File: src/rtl/tcps_pkg.sv
package tcps_pkg;
    localparam int unsigned TCPS_SEG_W   = 10;
    localparam int unsigned TCPS_NUM_SEG = 4;
endpackage

File: src/rtl/tcps_pattern_store.sv
module tcps_pattern_store #(
    parameter int unsigned PAT_W = 40
) (
    input  logic             clk_i,
    input  logic             rst_ni,
    input  logic             load_i,
    input  logic [PAT_W-1:0] pattern_i,
    output logic [PAT_W-1:0] pat_o
);
    typedef struct packed {
        logic [PAT_W-1:0] pat;
    } store_t;

    store_t st_d, st_q;

    always_comb begin
        st_d = st_q;
        if (load_i) begin
            st_d.pat = pattern_i;
        end
    end

    always_ff @(posedge clk_i or negedge rst_ni) begin
        if (!rst_ni) begin
            st_q <= '0;
        end else begin
            st_q <= st_d;
        end
    end

    assign pat_o = st_q.pat;

    AST_PAT_CAPTURE: assert property (@(posedge clk_i) disable iff (!rst_ni)
        load_i |=> (st_q.pat == $past(pattern_i)));

    AST_PAT_STABLE: assert property (@(posedge clk_i) disable iff (!rst_ni)
        !load_i |=> $stable(st_q.pat));
endmodule

File: src/rtl/tcps_seg_seq.sv
module tcps_seg_seq #(
    parameter int unsigned NUM_SEG = 4,
    localparam int unsigned IDX_W  = (NUM_SEG > 1) ? $clog2(NUM_SEG) : 1
) (
    input  logic             clk_i,
    input  logic             rst_ni,
    input  logic             load_i,
    input  logic             shift_en_i,
    output logic [IDX_W-1:0] idx_o
);
    localparam logic [IDX_W-1:0] LAST_IDX = IDX_W'(NUM_SEG - 1);

    typedef struct packed {
        logic [IDX_W-1:0] idx;
    } seq_t;

    seq_t sq_d, sq_q;

    always_comb begin
        sq_d = sq_q;
        if (load_i) begin
            sq_d.idx = '0;
        end else if (shift_en_i) begin
            if (sq_q.idx == LAST_IDX) begin
                sq_d.idx = '0;
            end else begin
                sq_d.idx = sq_q.idx + IDX_W'(1);
            end
        end else begin
            sq_d.idx = '0;
        end
    end

    always_ff @(posedge clk_i or negedge rst_ni) begin
        if (!rst_ni) begin
            sq_q <= '0;
        end else begin
            sq_q <= sq_d;
        end
    end

    assign idx_o = sq_q.idx;

    AST_IDX_RANGE: assert property (@(posedge clk_i) disable iff (!rst_ni)
        sq_q.idx <= LAST_IDX);

    AST_LOAD_RESTART: assert property (@(posedge clk_i) disable iff (!rst_ni)
        load_i |=> (sq_q.idx == '0));

    AST_HOLD_ZERO: assert property (@(posedge clk_i) disable iff (!rst_ni)
        (!shift_en_i && !load_i) |=> (sq_q.idx == '0));

    AST_SEG_STEP: assert property (@(posedge clk_i) disable iff (!rst_ni)
        (shift_en_i && !load_i) |=>
            (sq_q.idx == (($past(sq_q.idx) == LAST_IDX) ? '0
                          : IDX_W'($past(sq_q.idx) + IDX_W'(1)))));
endmodule

File: src/rtl/tcps_seg_mux.sv
module tcps_seg_mux #(
    parameter int unsigned SEG_W   = 10,
    parameter int unsigned NUM_SEG = 4,
    localparam int unsigned PAT_W  = SEG_W * NUM_SEG,
    localparam int unsigned IDX_W  = (NUM_SEG > 1) ? $clog2(NUM_SEG) : 1
) (
    input  logic [PAT_W-1:0] pat_i,
    input  logic [IDX_W-1:0] idx_i,
    output logic [SEG_W-1:0] word_o
);
    logic [SEG_W-1:0] segs [NUM_SEG];

    for (genvar g = 0; g < NUM_SEG; g++) begin : g_seg
        assign segs[g] = pat_i[g*SEG_W +: SEG_W];
    end

    always_comb begin
        word_o = '0;
        for (int k = 0; k < NUM_SEG; k++) begin
            if (idx_i == IDX_W'(k)) begin
                word_o = segs[k];
            end
        end
    end
endmodule

File: src/rtl/tmds_clk_pattern_shifter.sv
module tmds_clk_pattern_shifter #(
    parameter int unsigned SEG_W   = tcps_pkg::TCPS_SEG_W,
    parameter int unsigned NUM_SEG = tcps_pkg::TCPS_NUM_SEG,
    localparam int unsigned PAT_W  = SEG_W * NUM_SEG,
    localparam int unsigned IDX_W  = (NUM_SEG > 1) ? $clog2(NUM_SEG) : 1
) (
    input  logic             clk_i,
    input  logic             rst_ni,
    input  logic [PAT_W-1:0] pattern_i,
    input  logic             load_i,
    input  logic             shift_en_i,
    output logic [SEG_W-1:0] word_o
);
    logic [PAT_W-1:0] work_pat;
    logic [IDX_W-1:0] seg_idx;

    tcps_pattern_store #(.PAT_W(PAT_W)) store_i (
        .clk_i     (clk_i),
        .rst_ni    (rst_ni),
        .load_i    (load_i),
        .pattern_i (pattern_i),
        .pat_o     (work_pat)
    );

    tcps_seg_seq #(.NUM_SEG(NUM_SEG)) seq_i (
        .clk_i      (clk_i),
        .rst_ni     (rst_ni),
        .load_i     (load_i),
        .shift_en_i (shift_en_i),
        .idx_o      (seg_idx)
    );

    tcps_seg_mux #(.SEG_W(SEG_W), .NUM_SEG(NUM_SEG)) mux_i (
        .pat_i  (work_pat),
        .idx_i  (seg_idx),
        .word_o (word_o)
    );

    AST_LOAD_SHOWS_LOW: assert property (@(posedge clk_i) disable iff (!rst_ni)
        load_i |=> (word_o == $past(pattern_i[SEG_W-1:0])));
endmodule

File: config.mk
export PLATFORM = sky130hd
export DESIGN_NAME = tmds_clk_pattern_shifter
export DESIGN_NICKNAME = d
export VERILOG_FILES = /design/src/rtl/tcps_pkg.sv /design/src/rtl/tcps_pattern_store.sv /design/src/rtl/tcps_seg_seq.sv /design/src/rtl/tcps_seg_mux.sv /design/src/rtl/tmds_clk_pattern_shifter.sv
export SDC_FILE = /design/constraint.sdc
export NUM_CORES = 1
export LEC_CHECK = 0
export CAP_MARGIN = 40
export CORE_UTILIZATION = 47
export CTS_CLUSTER_SIZE = 8
export DETAILED_ROUTE_END_ITERATION = 12
export PLACE_DENSITY = 0.85
export SLEW_MARGIN = 0
export SYNTH_ARGS = -nofsm -noshare
export SYNTH_HDL_FRONTEND = slang
export SYNTH_SLANG_ARGS = --single-unit
File: constraint.sdc
create_clock -name clk_i -period 1.9 [get_ports clk_i]
set_clock_uncertainty 0.2 [all_clocks]
set_input_delay 0.19 -clock clk_i [delete_from_list [all_inputs] [get_ports clk_i]]
set_output_delay 0.19 -clock clk_i [all_outputs]
set_load 0.01 [all_outputs]
==> reports/results.ini <==
[run_status]
outcome = finished with violations
violations = negative setup slack

[floorplanning]
die_h_um = 65.80
die_w_um = 65.80
ios = 54
rows = 22
core_mm2 = 0.003771
start_util_pct = 50.73
fp.dieArea_mm2 = 0.004330

[logic_synthesis]
syn_inst = 143
postSynthAreaPerCell_um2 = 13.38
yosys_register_bits = 42
yosysUniqueCellTypes = 19
synth_nets = 191
syn-cell-area_mm2 = 0.001913
synth_top_area_share_pct = 54.94
yosysWarningCount = 0
synth_area_leaders = dfrtp_1, mux2_2, nand3b_1
ys_seq_area_share_pct = 54.94
synth_top_cell_by_area = dfrtp_1

[power]
combPwrFrac_pct = 19.6
finalPower_uw = 2009
p_sw_share_pct = 24.61
power.density_mw_per_mm2 = 736.1
leakagePower_uw = 0.001115
pwr-share-clk_pct = 28.7
p_switching_uw = 494.3
p_int_uw = 1514
ir_worst_vdd_mv = 0.5419
p_seq_share_pct = 51.7

[detailed_routing]
vias = 1386
wl_um = 4499
drc = 0
ant_nets = 0
wl_per_cell_um = 17.51
viasPerCell = 5.393
first_pass_iters = 4
drt_iter0_drc = 82

[clocking]
clockBufferDepth = 2
path_clk_slew_ps = 70
cts_tree = yes
cts_root_buffer = clkbuf_8
numClockSinks = 42
clk_latency_ps = 290
htree_levels = 2
numCtsBuffers = 5

[layout]
utilization_pct = 72.36
area_growth_pct = 42.64
nets = 256
n_antenna_cell = 0
multi_input_area_um2 = 913.4
drive_gt1_share_pct = 44.02
seq_area_mm2 = 0.001052
nFillCells = 244

[sta]
slew_viol_final = 0
slew_headroom_pct = 66.88
worst_slack_ps = -147.4
tightest_slew_ps = 496.8
grt_setup_unrepaired = true
min_period_ps = 2047
setup_viol = 10
timing.final.crit_share_pct = 107.8
fmax_ghz = 0.4884
hold_violations = 0

[grt]
grt_max_degree = 43
grt_pass1_vias = 1480
grt-ovfl-total = 0
antenna_found_initial = 0
track_usage_pct = 22.86
grt_pass1_wl_um = 7169

[critical_path]
worstSetupPathType = reg -> out
r2r_slack_ps = 550
reg2reg_depth = 4
max_stage_delay_ps = 430
crit_fanout = 20
cp-startpoint = seq_i.idx_o[1]$_DFF_PN0_
cpMaxStageDelayCell = dfrtp_2
timing.rr.start = seq_i.idx_o[0]$_DFF_PN0_
cp.required_ps = 1510
startpoint_type = flip-flop
timing.rr.end = seq_i.idx_o[1]$_DFF_PN0_
critical_path.endpoint_type = output port
cp.arrival_ps = 1660
path_cells = inv_2 > buf_6 > ha_4 > nand3b_1 > a31oi_1 > buf_2

[placed_design]
place_ws_ps = -454.6
hpwl_um = 2997
io_buffers = 53
gp_congestion = 0.7822

[hold_path]
hold_class = in -> reg
hold-path-endpoint = seq_i.idx_o[0]$_DFF_PN0_
hp-start = load_i
whs_path_depth = 3

[run]
maxCapViolations = 0

-- power by group through the flow --
stage	clock, uW	combinational, uW	sequential, uW
5_1_grt	636	427	1050
3_5_place_dp	0	398	1050
2_1_floorplan	0	196	1030
3_3_place_gp	0	387	1040
6_report	576	394	1040
4_1_cts	591	387	1040
-- metrics by stage --
stage / instances / TNS (ps) / cell area (um2) / hold WS (ps)
4_1_cts: 256 / -1226 / 2684 / 165.1
6_report: 257 / -1111 / 2729 / 179.6
2_1_floorplan: 143 / 0 / 1913 / -305.6
3_3_place_gp: 243 / -3582 / 2489 / -25.79
5_1_grt: 257 / -2068 / 2729 / 193.5
3_5_place_dp: 243 / -4105 / 2489 / -22.17
-- worst max path at each step --
stage                      to  slack [ps]  depth (start not counted)
detailed placement  word_o[8]        -450                          5
CTS                 word_o[4]        -160                          6
finish              word_o[6]        -150                          6
floorplan           word_o[4]         310                          4
global placement    word_o[8]        -400                          5
global route        word_o[7]        -240                          6
-- placed cells by master (no fill, tap or decap) --
cell              n
clkinv_2          1
o22ai_1           1
nand2b_4          1
o22ai_2           7
or3b_4            1
dfrtp_1          41
and3b_1           1
nor4b_1           1
nand2_1          10
clkdlybuf4s50_1  41
inv_2             2
inv_4             1
ha_4              4
buf_12            1
o21ai_2           1
mux2_2           40
clkbuf_1          1
clkbuf_8          6
o22ai_4           1
nor2_4            2
buf_4             7
buf_6             4
dlygate4sd3_1     1
dfrtp_2           1
buf_2            12
a31oi_1          10
nand3b_1         10
-- cell families after synthesis --
family                     Yosys count  share of synthesized area, %
adders and majority gates            4                         2.616
muxes                               40                         23.54
buffers and inverters               12                         4.643
and+or+nand+nor                     25                         7.783
AOI/OAI and AO/OA                   20                         6.474
DFF                                 42                         54.94
-- critical path, delay by kind of cell, from the launching register on --
kind / cells / cell delay, ps
adders and majority gates: 1 / 210
AOI/OAI and AO/OA: 1 / 200
buffers and inverters: 3 / 350
and+or+nand+nor: 1 / 170
DFF: 1 / 430
-- what timing repair did --
action                                  4_1_cts  5_1_grt
endpoints found under the setup margin       10       10
endpoints found under the hold margin        21        0
pin swaps                                     3        4
cloned                                        0        1
setup buffers                                 4        0
hold buffers                                  1        0
resized for setup                            64        9
-- flip-flops by register name, indices dropped and copies added (netlist names) --
signal / count
seq_i.idx_o: 2
store_i.pat_o: 40
-- routing by layer --
metal / up-vias / GRT usage [%] / wire length [um]
met3: 3 / 7.069 / 286
met2: 44 / 37.37 / 2306
met4: 0 / 6.250 / 36
li1: 656 / - / -
met5: - / 0 / 0
met1: 683 / 29.19 / 1870
-- Yosys cell counts --
| cell | n |
|---|---|
| buf_4 | 1 |
| ha_1 | 4 |
| o21ai_0 | 1 |
| dfrtp_1 | 42 |
| nor2_1 | 1 |
| o22ai_1 | 9 |
| mux2_2 | 40 |
| or3b_1 | 1 |
| clkinv_1 | 1 |
| clkbuf_1 | 1 |
| nand3b_1 | 10 |
| buf_2 | 2 |
| and3b_1 | 1 |
| inv_1 | 2 |
| nor4b_1 | 1 |
| a31oi_1 | 10 |
| buf_6 | 5 |
| nand2_1 | 10 |
| nand2b_1 | 1 |
-- cell type report --
class	instances	share of cell area, %
clock buffers	7	3.164
flip-flops and latches	42	38.56
clock inverters	1	0.1834
repair buffers	66	21.92
inverters	3	0.5044
multi-input cells	90	33.47
well taps	48	2.201
Power figures use the tool's default switching activity.
